`src/rtl/stg_pkg.sv`:
```
package stg_pkg;
   typedef enum logic {
      MODE_NORMAL = 1'b0,
      MODE_STORM  = 1'b1
   } stg_mode_e;

   function automatic int unsigned stg_cnt_width(input int unsigned limit);
      return $clog2(limit + 2);
   endfunction
endpackage

```
`src/rtl/stg_ticker.sv`:
```
module stg_ticker #(
   parameter int unsigned TW = 8
) (
   input  logic          clk,
   input  logic          rst_n,
   input  logic          tick_i,
   output logic [TW-1:0] now_o
);
   always_ff @(posedge clk) begin
      if (!rst_n)      now_o <= '0;
      else if (tick_i) now_o <= now_o + 1'b1;
   end
endmodule

```
`src/rtl/stg_chan.sv`:
```
module stg_chan
   import stg_pkg::*;
#(
   parameter int unsigned TW       = 8,
   parameter int unsigned INTERVAL = 16,
   parameter int unsigned LIMIT    = 15
) (
   input  logic          clk,
   input  logic          rst_n,
   input  logic          tick_i,
   input  logic [TW-1:0] now_i,
   input  logic          evt_i,
   input  logic          clr_i,
   output logic          irq_en_o,
   output logic          poll_o,
   output logic          swallow_o,
   output logic          storm_o
);
   localparam int unsigned CW = stg_cnt_width(LIMIT);
   localparam int unsigned PW = $clog2(INTERVAL + 1);
   localparam logic signed [TW:0] WIN_S   = (TW+1)'(INTERVAL);
   localparam logic [CW-1:0]      LIM_C   = CW'(LIMIT);
   localparam logic [PW-1:0]      PLAST   = PW'(INTERVAL - 1);

   stg_mode_e        mode_q;
   logic [CW-1:0]    cnt_q;
   logic [TW-1:0]    start_q;
   logic [PW-1:0]    pcnt_q;
   logic             irq_q, poll_q, swl_q;

   logic [TW-1:0]    diff;
   logic signed [TW:0] sdiff;
   logic             in_win;
   logic [CW-1:0]    cnt_nx;
   logic             trip;

   always_comb begin
      diff   = now_i - start_q;
      sdiff  = {diff[TW-1], diff};
      in_win = (sdiff <= WIN_S);
      cnt_nx = in_win ? cnt_q + 1'b1 : CW'(1);
      trip   = (cnt_nx > LIM_C);
   end

   always_ff @(posedge clk) begin
      if (!rst_n) begin
         mode_q  <= MODE_NORMAL;
         cnt_q   <= '0;
         start_q <= '0;
         pcnt_q  <= '0;
         irq_q   <= 1'b1;
         poll_q  <= 1'b0;
         swl_q   <= 1'b0;
      end else begin
         poll_q <= 1'b0;
         swl_q  <= 1'b0;
         if (clr_i) begin
            mode_q <= MODE_NORMAL;
            irq_q  <= 1'b1;
            cnt_q  <= '0;
            pcnt_q <= '0;
         end else if (mode_q == MODE_STORM) begin
            swl_q <= evt_i;
            if (tick_i) begin
               if (pcnt_q == PLAST) begin
                  poll_q <= 1'b1;
                  pcnt_q <= '0;
               end else begin
                  pcnt_q <= pcnt_q + 1'b1;
               end
            end
         end else if (evt_i) begin
            cnt_q <= cnt_nx;
            if (!in_win) start_q <= now_i;
            if (trip) begin
               mode_q <= MODE_STORM;
               irq_q  <= 1'b0;
               pcnt_q <= '0;
            end
         end
      end
   end

   assign irq_en_o  = irq_q;
   assign poll_o    = poll_q;
   assign swallow_o = swl_q;
   assign storm_o   = (mode_q == MODE_STORM);
endmodule

```
`src/rtl/stg_share.sv`:
```
module stg_share #(
   parameter int unsigned NCH = 2
) (
   input  logic                       clk,
   input  logic                       rst_n,
   input  logic [NCH-1:0]             storm_i,
   output logic [$clog2(NCH+1)-1:0]   active_o,
   output logic                       notice_o
);
   localparam int unsigned AW = $clog2(NCH + 1);

   logic any_q;

   always_comb begin
      active_o = '0;
      for (int i = 0; i < NCH; i++) active_o = active_o + AW'(storm_i[i]);
   end

   always_ff @(posedge clk) begin
      if (!rst_n) any_q <= 1'b0;
      else        any_q <= (active_o != '0);
   end

   assign notice_o = (active_o != '0) && !any_q;
endmodule

```
`src/rtl/storm_guard_top.sv`:
```
module storm_guard_top #(
   parameter int unsigned NCH      = 2,
   parameter int unsigned TW       = 8,
   parameter int unsigned INTERVAL = 16,
   parameter int unsigned LIMIT    = 15
) (
   input  logic                       clk,
   input  logic                       rst_n,
   input  logic                       tick_i,
   input  logic [NCH-1:0]             evt_i,
   input  logic [NCH-1:0]             clr_i,
   output logic [NCH-1:0]             irq_en_o,
   output logic [NCH-1:0]             poll_o,
   output logic [NCH-1:0]             swallow_o,
   output logic [NCH-1:0]             storm_o,
   output logic                       notice_o,
   output logic [$clog2(NCH+1)-1:0]   active_o
);
   generate
      if (NCH < 1)                    $error("NCH must be at least 1");
      if (TW < 2)                     $error("TW must be at least 2");
      if (INTERVAL < 1)               $error("INTERVAL must be at least 1");
      if (INTERVAL >= (1 << (TW-1)))  $error("INTERVAL must be below half the tick range");
   endgenerate

   logic [TW-1:0] now;

   stg_ticker #(.TW(TW)) u_ticker (
      .clk    (clk),
      .rst_n  (rst_n),
      .tick_i (tick_i),
      .now_o  (now)
   );

   for (genvar g = 0; g < NCH; g++) begin : g_chan
      stg_chan #(
         .TW       (TW),
         .INTERVAL (INTERVAL),
         .LIMIT    (LIMIT)
      ) u_chan (
         .clk       (clk),
         .rst_n     (rst_n),
         .tick_i    (tick_i),
         .now_i     (now),
         .evt_i     (evt_i[g]),
         .clr_i     (clr_i[g]),
         .irq_en_o  (irq_en_o[g]),
         .poll_o    (poll_o[g]),
         .swallow_o (swallow_o[g]),
         .storm_o   (storm_o[g])
      );
   end

   stg_share #(.NCH(NCH)) u_share (
      .clk      (clk),
      .rst_n    (rst_n),
      .storm_i  (storm_o),
      .active_o (active_o),
      .notice_o (notice_o)
   );
endmodule

```
`config.mk`:
```
export PLATFORM = sky130hd
export DESIGN_NAME = storm_guard_top
export DESIGN_NICKNAME = d
export VERILOG_FILES = /design/src/rtl/stg_pkg.sv /design/src/rtl/stg_ticker.sv /design/src/rtl/stg_chan.sv /design/src/rtl/stg_share.sv /design/src/rtl/storm_guard_top.sv
export SDC_FILE = /design/constraint.sdc
export NUM_CORES = 1
export LEC_CHECK = 0
export ABC_CLOCK_PERIOD_IN_PS = 2690
export BUFFER_PORTS_ARGS = -buffer_cell sky130_fd_sc_hd__buf_4
export CORE_ASPECT_RATIO = 1.4
export CORE_MARGIN = 2
export CORE_UTILIZATION = 25
export CTS_BUF_LIST = sky130_fd_sc_hd__clkbuf_16
export CTS_CLUSTER_DIAMETER = 100
export DETAILED_ROUTE_END_ITERATION = 12
export GPL_TIMING_DRIVEN = 0
export PLACE_DENSITY = 0.47
export SYNTH_ARGS = -nofsm -noshare
export SYNTH_HDL_FRONTEND = slang
export SYNTH_SLANG_ARGS = --single-unit
```
`constraint.sdc`:
```
create_clock -name clk -period 2.69 [get_ports clk]
set_input_delay 0.4035 -clock clk [delete_from_list [all_inputs] [get_ports clk]]
set_output_delay 0.4035 -clock clk [all_outputs]
set_load 0.005 [all_outputs]
```
==> results of run 1 <==
==> power by group <==
part	switching, W	total [W]	internal [W]
Clock	0.000290	0.000624	0.000334
Combinational	0.000137	0.000261	0.000124
Sequential	0.00000985	0.000801	0.000791
Total	0.000437	0.00169	0.00125
==> synthesized netlist by cell type (all sizes together) (4+ instances only) <==
library cell | count | area [um^2]
xor2 | 8 | 70.07
a31oi | 6 | 43.79
and2 | 6 | 38.79
inv | 19 | 71.32
xnor2 | 12 | 105.1
nand2 | 48 | 180.2
clkbuf | 5 | 18.77
o21ai | 15 | 78.83
nor2b | 10 | 70.06
o21a | 4 | 30.03
ha | 21 | 262.8
nand2b | 7 | 43.79
dfxtp | 53 | 1061
mux2i | 20 | 200.2
nand4 | 5 | 31.28
buf | 11 | 86.33
nor2 | 12 | 45.04
and3 | 5 | 31.28
a21oi | 10 | 50.05
nor3 | 10 | 61.31
nand3 | 17 | 85.08
==> registers in the layout (all words and copies together) (netlist names), 2 cells and up <==
register,cells
g_chan.u_chan.start_q,16
g_chan.u_chan.cnt_q,10
g_chan.u_chan.pcnt_q,10
u_ticker.now_o,8
g_chan.u_chan.irq_en_o,2
g_chan.u_chan.poll_o,2
g_chan.u_chan.storm_o,2
g_chan.u_chan.swallow_o,2
==> worst paths after layout <==
kind                                               to  slack (ns)  cells past startpoint
max          g_chan[1].u_chan.start_q[2]$_SDFFE_PN0P_        0.12                     10
min reg2reg  g_chan[0].u_chan.start_q[4]$_SDFFE_PN0P_        0.45                      2
min             g_chan[0].u_chan.swallow_o$_SDFF_PP0_        0.36                      2
max reg2reg  g_chan[1].u_chan.start_q[2]$_SDFFE_PN0P_        0.12                     10
==> critical path, stage by stage, from the launching register on <==
cell,delay (ns)
dfxtp_4,0.38
ha_4,0.24
nor2b_4,0.13
o31a_4,0.30
o41ai_4,0.27
nor2b_1,0.09
o311a_1,0.35
a31oi_4,0.16
nor3b_2,0.20
buf_6,0.18
mux2i_1,0.20
==> cells by family (layout without fill, tap and decap cells) <==
| group | count (synthesis) | after routing | share of synthesized area (%) |
|---|---|---|---|
| buffers and inverters | 37 | 64 | 6.614 |
| flip-flops | 53 | 53 | 35.27 |
| XOR/XNOR | 20 | 20 | 5.824 |
| AND/OR/NAND/NOR | 133 | 133 | 22.84 |
| adder cells (fa/ha/maj) | 21 | 21 | 8.735 |
| multiplexers | 20 | 20 | 6.656 |
| AO/OA/AOI/OAI | 54 | 54 | 14.06 |
==> stage by stage <==
| stage | instances | cell area [um^2] |
|---|---|---|
| floorplan | 338 | 3008 |
| global placement | 501 | 3312 |
| detailed placement | 501 | 3312 |
| CTS | 511 | 3498 |
| global route | 512 | 3551 |
| finish | 512 | 3551 |
==> metal layers <==
metal,GRT usage [%],vias to the layer above,share of wire (%)
li1,-,1233,-
met1,11.45,1103,44
met2,19.83,32,51
met3,2.032,11,2.5
met4,5.008,0,2.3
met5,0,-,0
==> final cells by class <==
cell class	instances	area, um^2	area share [%]
inverters	19	71.32	2.008
clock inverters	1	5.005	0.1409
clock buffers	5	125.1	3.524
plain buffers	18	127.6	3.594
well taps	147	183.9	5.180
flip-flops and latches	53	1076	30.30
multi-input cells	248	1792	50.46
repair buffers	21	170.2	4.792
==> timing repair <==
action,4_1_cts,5_1_grt
pin swaps,2,2
resized for setup,5,12
endpoints found under the setup margin,20,27
setup buffers,4,1
==> out/qor.tcl, run 1 <==
set qor(overflow) 0
set qor(critPathMaxFanout) 8
set qor(top_level_ports) 18
set qor(synthesis.nets) 366
set qor(postLayoutCoreUtil_pct) 30.19
set qor(cts.sinks) 53
set qor(post_drt_via_cell_ratio) 4.646
set qor(clk_latency_ns) 0.30
set qor(ys.flop_type) {dfxtp_1}
set qor(detailroute.via_count) 2379
set qor(timing.final.max_slew_violations) 0
set qor(floorplan.initialDensity_pct) 25.57
set qor(post-route-worst-setup-slack_ns) 0.1171
set qor(fin_tns_setup_ns) 0
set qor(place.port_buffers) 16
set qor(coreArea_um2) 11760
set qor(firstDrtPassIters) 4
set qor(final_min_period_over_clock_period_pct) 95.65
set qor(timing.hold.worst.class) {in2reg}
set qor(outcome) {complete, no violations}
set qor(leakagePower_nw) 1.343
set qor(synth-async-reset-ratio_pct) 0
set qor(cts.reportedPaths.clkPinSlew_ns) 0.07
set qor(max_clock_buf_depth) 2
set qor(grt_max_degree) 15
set qor(place.detailed.hpwl_um) 5010
set qor(final-hold-violation-count) 0
set qor(whs_ns) 0.3594
set qor(critPathLaunchType) {flip-flop}
set qor(post_synth_inst_count) 338
set qor(final_cell_mix) {nand2_1, dfxtp_1, buf_4, mux2i_1, inv_1}
set qor(gr-usage-all-layers_pct) 10.62
set qor(yosysWarnings) 0
set qor(synth_area_per_cell_um2) 8.899
set qor(cts_tree) {built}
set qor(area_growth_syn_to_layout_pct) 18.05
set qor(worst_slew_pin_slew_ns) 0.5442
set qor(cts-htree-levels) 2
set qor(floorplan.die_area_um2) 12940
set qor(pre_cts_ws_ns) -0.2397
set qor(drc) 0
set qor(final_nets) 394
set qor(timing.setup.critical_path_class) {reg2reg}
set qor(ir_worst_vdd_v) 0.0002306
set qor(min_period_ns) 2.573
set qor(synth_sequential_area_ratio_pct) 35.27
set qor(slew_headroom_pct) 63.72
set qor(fin_worst_skew_ns) 0.007204
set qor(syn_area_um2) 3008
set qor(grt_antenna_before_repair) 0
set qor(max-cap-violations) 0
set qor(antenna-diode-count) 0
set qor(worst_r2r_startpoint) {u_ticker.now_o[1]$_SDFFE_PN0P_}
set qor(die-width_um) 96.71
set qor(first_global_vias) 2319
set qor(hold_path_startpoint) {evt_i[0]}
set qor(critPathLaunch) {u_ticker.now_o[1]$_SDFFE_PN0P_}
set qor(final_setup_violation_count) 0
set qor(dr.first_iter.drc_count) 68
set qor(ys_types) 56
set qor(critical_path_required_ns) 2.91
set qor(clock_tree.root_cell) {clkbuf_16}
set qor(max_freq_mhz) 388.7
set qor(placementRows) 47
set qor(drive_gt1_share_pct) 18.36
set qor(timing.critical_path.to_type) {flip-flop}
set qor(number_of_clock_buffers_inserted_by_tritoncts) 5
set qor(synth.ff_latch_count) 53
set qor(layout.filler_cells) 1254
set qor(cts_hold_repair.buffers) 0
set qor(postRouteAntennaNets) 0
set qor(layout_commonest_cell) {nand2_1}
set qor(grt_first_pass_wirelength_um) 11060
set qor(place_congestion) 0.7293
set qor(dieHeight_um) 133.8
set qor(pwr_density_cell_nw_per_um2) 474.7
set qor(p_total_w) 0.001686
set qor(routed_wire_length_per_instance_um) 13.12
set qor(number_of_synthesized_flops_with_an_enable_pin) 0
set qor(cp_data_arrival_time_ns) 2.79
set qor(total_routed_length_um) 6718
Power figures use the tool's default switching activity.
==> run 2, diff against run 1 <==
Settings changed: BUFFER_PORTS_ARGS -buffer_cell sky130_fd_sc_hd__buf_4 to unset, DONT_BUFFER_PORTS set to 1, PLACE_DENSITY 0.47 to 0.45, SYNTH_HIERARCHICAL set to 1.
==> run 2 against run 1 <==
  * Fmax increased by 4.3%
  * Core utilization decreased by 1.4 points
  * Register-to-register slack improved by 0.11 ns
  * Sequential share of layout area decreased by 0.087 points
  * Clock power increased by 3.8%
  * Synthesized cell count increased by 6.5%
  * Setup slack improved by 0.11 ns
  * Clock skew increased by 0.0032 ns
  * Non-clock buffer count decreased by 30
  * Die area increased by 3.0%
  * Critical path type unchanged
  * Highest routed layer unchanged
==> out/qor.tcl, run 2 <==
set qor(ys_types) 44
set qor(detailroute.via_count) 2504
set qor(routed_wire_length_per_instance_um) 12.76
set qor(critPathLaunchType) {flip-flop}
set qor(synth.ff_latch_count) 53
set qor(unrepaired_setup_endpoints_after_global_routing) {false}
set qor(die-width_um) 98.14
set qor(largest_register_ffs) 16
set qor(place_congestion) 0.6993
set qor(synth_sequential_area_ratio_pct) 34.21
set qor(worst_path_dominant_cell_family) {compound AO/OA/AOI/OAI gates}
set qor(max_clock_buf_depth) 2
set qor(worst_path_max_delay_cell) {or4_1}
set qor(reg_top3) {g_chan.u_chan/start_q x16, g_chan.u_chan/cnt_q x10, g_chan.u_chan/pcnt_q x10}
set qor(layout_commonest_cell) {dfxtp_1}
set qor(post_synth_top_cells) {dfxtp_1, nand2_1, nor2b_1, mux2i_1}
set qor(max_flop_register) {g_chan.u_chan/start_q}
set qor(grt_first_pass_wirelength_um) 11520
set qor(synth_area_per_cell_um2) 8.616
set qor(drive_gt1_share_pct) 10.00
set qor(cts-htree-levels) 2
set qor(postRouteAntennaNets) 0
set qor(clk_latency_ns) 0.30
set qor(timing.critical_path.to_type) {flip-flop}
set qor(cts_tree) {built}
set qor(cpMostUsedCell) {a21oi_2}
set qor(yosysWarnings) 6
set qor(place.detailed.hpwl_um) 4903
set qor(area_growth_syn_to_layout_pct) 13.88
set qor(max-cap-violations) 0
set qor(number_of_synthesized_flops_with_an_enable_pin) 0
set qor(placementRows) 48
set qor(cp_cell_sequence) {ha_1, a21oi_2, o221ai_1, a211oi_1, and3_4, a21oi_2, or4_1, a41oi_1}
set qor(final_nets) 397
set qor(place.port_buffers) 0
set qor(final_cell_mix) {dfxtp_1, nand2_1, nor2b_1, mux2i_1}
set qor(post_drt_via_cell_ratio) 4.815
set qor(post_synth_main_area_contributors) {dfxtp_1, ha_1, mux2i_1}
set qor(gr-usage-all-layers_pct) 10.43
set qor(timing.final.max_slew_violations) 0
set qor(floorplan.initialDensity_pct) 25.32
set qor(synthesis.nets) 388
set qor(worstPathBufferInverterCount) 0
set qor(worst_slew_pin_slew_ns) 0.4327
set qor(cts.sinks) 53
set qor(timing.setup.critical_path_class) {reg2reg}
set qor(post_synth_inst_count) 360
set qor(floorplan.die_area_um2) 13330
set qor(p_total_w) 0.001694
set qor(slew_headroom_pct) 71.15
set qor(final-hold-violation-count) 0
set qor(overflow) 0
set qor(pwr_density_cell_nw_per_um2) 479.6
set qor(firstDrtPassIters) 4
set qor(antenna-diode-count) 0
set qor(synth-async-reset-ratio_pct) 0
set qor(fin_worst_skew_ns) 0.01040
set qor(min_period_ns) 2.466
set qor(max_stage_delay_ns) 0.49
set qor(fin_tns_setup_ns) 0
set qor(syn_area_um2) 3102
set qor(critical_path_required_ns) 2.91
set qor(cp_data_arrival_time_ns) 2.68
set qor(netlist.top_cell.by_area) {dfxtp_1}
set qor(total_routed_length_um) 6633
set qor(first_global_vias) 2486
set qor(clock_tree.root_cell) {clkbuf_16}
set qor(dr.first_iter.drc_count) 103
set qor(max_freq_mhz) 405.6
set qor(drc) 0
set qor(cts.reportedPaths.clkPinSlew_ns) 0.07
set qor(grt_max_degree) 31
set qor(cts_hold_repair.buffers) 0
set qor(coreArea_um2) 12250
set qor(number_of_clock_buffers_inserted_by_tritoncts) 5
set qor(top_level_ports) 18
set qor(dieHeight_um) 135.8
set qor(final_min_period_over_clock_period_pct) 91.66
set qor(critPathMaxFanout) 8
set qor(netlist.area_leader.share_pct) 34.21
set qor(outcome) {complete, no violations}
set qor(final_setup_violation_count) 0
set qor(ir_worst_vdd_v) 0.0002577
set qor(timing.hold.worst.class) {in2reg}
set qor(ys.flop_type) {dfxtp_1}
set qor(grt_antenna_before_repair) 0
set qor(leakagePower_nw) 1.183
set qor(cell_with_the_most_instances_after_synthesis) {dfxtp_1}
==> run 2: what timing repair did <==
item | 4_1_cts | 5_1_grt
setup buffers | 2 | 0
pin swaps | 2 | 0
resized for setup | 7 | 8
endpoints found under the setup margin | 26 | 18
==> run 2: final timing paths <==
kind / startpoint / slack [ns] / to / cells after the start
setup / recovery: u_ticker/now_o[3]$_SDFFE_PN0P_ / 0.22 / g_chan[1].u_chan/cnt_q[3]$_SDFFE_PP0P_ / 8
hold / removal: rst_n / 0.24 / u_ticker/now_o[4]$_SDFFE_PN0P_ / 1
setup reg to reg: u_ticker/now_o[3]$_SDFFE_PN0P_ / 0.22 / g_chan[1].u_chan/cnt_q[3]$_SDFFE_PP0P_ / 8
hold reg to reg: g_chan[1].u_chan/pcnt_q[4]$_SDFFE_PP0P_ / 0.45 / g_chan[1].u_chan/pcnt_q[4]$_SDFFE_PP0P_ / 2
==> run 2: per-stage QoR <==
step,util [%],setup WS (ns),instance area (um^2),hold WS [ns],cells
after CTS,28.62,0.01681,3506,0.2303,520
final,28.83,0.2243,3532,0.2409,520
after floorplan,-,0.1939,3102,0.4225,360
after detailed placement,26.85,-0.3136,3289,0.4401,510
after global placement,26.85,-0.3341,3289,0.4383,510
after global routing,28.83,0.04403,3532,0.2278,520
==> run 2: cell families after synthesis <==
group	count (synthesis)	share of synthesized area, %
xor gates and xnor gates	12	3.388
muxes	22	7.100
buffers and inverters	28	3.510
DFF	53	34.21
AOI/OAI and AO/OA	78	17.75
and+or+nand+nor	146	25.57
adders and majority gates	21	8.471
==> run 2: power by group <==
part	switching, W	total (W)	internal [W]
Combinational	0.000134	0.000244	0.000110
Sequential	0.0000102	0.000802	0.000791
Clock	0.000301	0.000648	0.000347
Total	0.000446	0.00169	0.00125
==> run 2: final cells by class <==
class | count | area [um^2]
Clock buffer | 5 | 125.1
Clock inverter | 3 | 21.27
Timing Repair Buffer | 2 | 40.04
Multi-Input combinational cell | 279 | 1982
Tap cell | 150 | 187.7
Inverter | 21 | 78.83
Buffer | 7 | 30.03
Fill cell | 1332 | 8720
Sequential cell | 53 | 1067
==> run 2: routing by layer <==
metal	up-vias	wire, um	GRT usage [%]
met3	10	127	1.961
met5	-	0	0
li1	1296	-	-
met4	0	150	4.033
met2	16	3432	19.37
met1	1182	2921	11.71
==> run 3, diff against run 2 <==
Settings changed: ABC_AREA set to 1, ABC_CLOCK_PERIOD_IN_PS 2690 to 2800.
Clock period 2.69 ns to 2.8 ns, I/O delays scaled along.
==> run 3 against run 2 <==
  * Count of clock-buffer cells in the layout unchanged
  * Final cell count grew 20%
  * Die area rose by 0.11%
  * Design area fell by 2.5%
  * Non-clock buffer count fell by 5
  * Total power is 32% higher
  * Critical endpoint is now g_chan[1].u_chan/pcnt_q[2]$_SDFFE_PP0P_
  * Largest power group unchanged
  * Register-to-register slack gained 0.36 ns
  * Fmax rose by 11%
  * Worst hold slack lost 0.038 ns
  * Wire length about the same
  * Area after synthesis up 0.12%
==> out/qor.tcl, run 3 <==
set qor(placementRows) 48
set qor(ff2ff_setup_slack_ns) 0.58
set qor(place.detailed.hpwl_um) 5021
set qor(number_of_synthesized_flops_with_an_enable_pin) 0
set qor(post_synth_main_area_contributors) {dfxtp_1, nand2_1, ha_1}
set qor(first_global_vias) 2492
set qor(yosysWarnings) 6
set qor(p_total_w) 0.002241
set qor(largest_register_ffs) 16
set qor(min_period_ns) 2.219
set qor(synth_area_per_cell_um2) 6.664
set qor(syn_area_um2) 3105
set qor(grt_max_degree) 24
set qor(place_congestion) 0.7539
set qor(gr-usage-all-layers_pct) 10.57
set qor(postRouteAntennaNets) 0
set qor(cts-htree-levels) 2
set qor(final-hold-violation-count) 0
set qor(coreArea_um2) 12250
set qor(clock_tree.root_cell) {clkbuf_16}
set qor(netlist.area_leader.share_pct) 34.17
set qor(reg_top3) {g_chan.u_chan/start_q x16, g_chan.u_chan/cnt_q x10, g_chan.u_chan/pcnt_q x10}
set qor(max_clock_buf_depth) 2
set qor(critical_path_required_ns) 3.00
set qor(timing.setup.critical_path_class) {reg2reg}
set qor(overflow) 0
set qor(max_flop_register) {g_chan.u_chan/start_q}
set qor(cts.sinks) 53
set qor(detailroute.via_count) 2794
set qor(final_cell_mix) {nand2_1, inv_1, nor2_1, dfxtp_1, nand3_1}
set qor(post-route-worst-setup-slack_ns) 0.5812
set qor(die-width_um) 98.20
set qor(switching_share_pct) 37.11
set qor(floorplan.initialDensity_pct) 25.35
set qor(number_of_clock_buffers_inserted_by_tritoncts) 5
set qor(ys_types) 28
set qor(synth.ff_latch_count) 53
set qor(cp_data_arrival_time_ns) 2.42
set qor(area_growth_syn_to_layout_pct) 10.92
set qor(slew_headroom_pct) 50.15
set qor(critical_path_sink) {g_chan[1].u_chan/pcnt_q[2]$_SDFFE_PP0P_}
set qor(critPathLaunchType) {flip-flop}
set qor(cts_tree) {built}
set qor(timing.hold.worst.class) {in2reg}
set qor(netlist.top_cell.by_area) {dfxtp_1}
set qor(final_setup_violation_count) 0
set qor(fin_tns_setup_ns) 0
set qor(post_synth_top_cells) {nand2_1, inv_1, nor2_1, dfxtp_1, nand3_1}
set qor(total_routed_length_um) 6631
set qor(quantity_of_gates_resized_following_cts) 0
set qor(unrepaired_setup_endpoints_after_global_routing) {false}
set qor(grt_first_pass_wirelength_um) 11550
set qor(timing.final.max_slew_violations) 0
set qor(grt_antenna_before_repair) 0
set qor(placed_cells_incl_taps) 616
set qor(synth_sequential_area_ratio_pct) 34.17
set qor(drc) 0
set qor(place.port_buffers) 0
set qor(timing.critical_path.to_type) {flip-flop}
set qor(worst_slew_pin_slew_ns) 0.7449
set qor(post_cts_buffers) 0
set qor(drive_gt1_share_pct) 6.118
set qor(final_min_period_over_clock_period_pct) 79.24
set qor(layout_commonest_cell) {nand2_1}
set qor(cell_with_the_most_instances_after_synthesis) {nand2_1}
set qor(power_frac_seq_pct) 36.3
set qor(synthesis.nets) 494
set qor(critPathLaunch) {u_ticker/now_o[0]$_SDFFE_PN0P_}
set qor(fin_worst_skew_ns) 0.007636
set qor(cts.reportedPaths.clkPinSlew_ns) 0.07
set qor(r2r_cells) 16
set qor(critPathMaxFanout) 8
set qor(leakagePower_nw) 1.765
set qor(worst_r2r_startpoint) {u_ticker/now_o[0]$_SDFFE_PN0P_}
set qor(firstDrtPassIters) 4
set qor(pre_cts_ws_ns) 0.5525
set qor(top_level_ports) 18
set qor(share_clk_of_total_power_pct) 28.8
set qor(ys.flop_type) {dfxtp_1}
set qor(layoutNonFillerInstCount) 624
set qor(internal-power_w) 0.001409
set qor(logic_gate_share_of_total_power_pct) 35.0
set qor(pwr_density_cell_nw_per_um2) 650.5
set qor(max-cap-violations) 0
set qor(hold_path_startpoint) {tick_i}
set qor(cts_hold_repair.buffers) 0
set qor(dr.first_iter.drc_count) 89
set qor(clk_latency_ns) 0.30
set qor(post_synth_inst_count) 466
set qor(dieHeight_um) 135.9
set qor(ir_worst_vdd_v) 0.0003432
set qor(post_drt_via_cell_ratio) 4.478
set qor(max_freq_mhz) 450.7
set qor(synth-async-reset-ratio_pct) 0
set qor(rr_endpoint) {g_chan[1].u_chan/pcnt_q[2]$_SDFFE_PP0P_}
set qor(antenna-diode-count) 0
set qor(final_nets) 501
set qor(floorplan.die_area_um2) 13340
set qor(outcome) {complete, no violations}
set qor(power.switching_w) 0.0008315
set qor(routed_wire_length_per_instance_um) 10.63
[run 3: critical path, cell delays in order, from the launching register on]
cell,delay [ns]
dfxtp_1,0.51
inv_1,0.08
ha_1,0.20
inv_1,0.06
nand2_1,0.08
nand2_1,0.10
nand3b_1,0.12
nand2_1,0.10
nand2_1,0.05
nand2_1,0.06
nand3_1,0.12
nand2_4,0.12
nand3_2,0.15
nand2_1,0.20
nand2_1,0.07
nand2_1,0.06
nor2_1,0.04
[run 3: worst min path at each step]
| stage | end | slack, ns | depth (start not counted) |
|---|---|---|---|
| finish | u_ticker/now_o[1]$_SDFFE_PN0P_ | 0.20 | 1 |
| global route | u_ticker/now_o[1]$_SDFFE_PN0P_ | 0.18 | 1 |
| CTS | u_ticker/now_o[0]$_SDFFE_PN0P_ | 0.19 | 1 |
| detailed placement | g_chan[1].u_chan/start_q[0]$_SDFFE_PN0P_ | 0.46 | 2 |
| global placement | g_chan[0].u_chan/poll_o$_SDFF_PP0_ | 0.45 | 1 |
| floorplan | g_chan[0].u_chan/poll_o$_SDFF_PP0_ | 0.42 | 1 |
[run 3: power groups by stage]
| stage | logic, W | clock network (W) | registers (W) |
|---|---|---|---|
| floorplan | 0.000660 | 0 | 0.000826 |
| global placement | 0.000778 | 0 | 0.000831 |
| detailed placement | 0.000788 | 0 | 0.000832 |
| CTS | 0.000792 | 0.000675 | 0.000814 |
| global route | 0.000914 | 0.000709 | 0.000818 |
| finish | 0.000783 | 0.000644 | 0.000813 |
[run 3: final cells by class]
type | count | area, um^2
plain buffers | 4 | 30.03
clock buffers | 5 | 125.1
clock inverters | 3 | 26.28
fillers | 1393 | 8807
inverters | 73 | 279.0
multi-input cells | 336 | 1735
flip-flops and latches | 53 | 1061
well taps | 150 | 187.7
[run 3: cell families (layout without fill, tap and decap cells)]
| kind of cell | Yosys count | after routing | share of synthesized area [%] |
|---|---|---|---|
| xor gates and xnor gates | 6 | 6 | 1.692 |
| adders and majority gates | 21 | 21 | 8.461 |
| buffers and inverters | 77 | 85 | 9.952 |
| AOI/OAI and AO/OA | 44 | 44 | 7.494 |
| and+or+nand+nor | 265 | 265 | 38.24 |
| DFF | 53 | 53 | 34.17 |
[run 3: through the flow]
stage | util (%) | area (um^2) | hold slack, ns
after floorplan | - | 3105 | 0.4248
after global placement | 26.88 | 3293 | 0.4462
after detailed placement | 26.88 | 3293 | 0.4554
after CTS | 28.11 | 3445 | 0.1907
after global routing | 28.11 | 3445 | 0.1830
final | 28.11 | 3445 | 0.2030
[run 3: per-layer routing]
layer | up-vias | global-route usage (%) | part of all wire [%]
li1 | 1500 | - | -
met1 | 1249 | 11.99 | 43
met2 | 37 | 19.44 | 52
met3 | 8 | 2.057 | 3.4
met4 | 0 | 4.110 | 1.9
met5 | - | 0 | 0
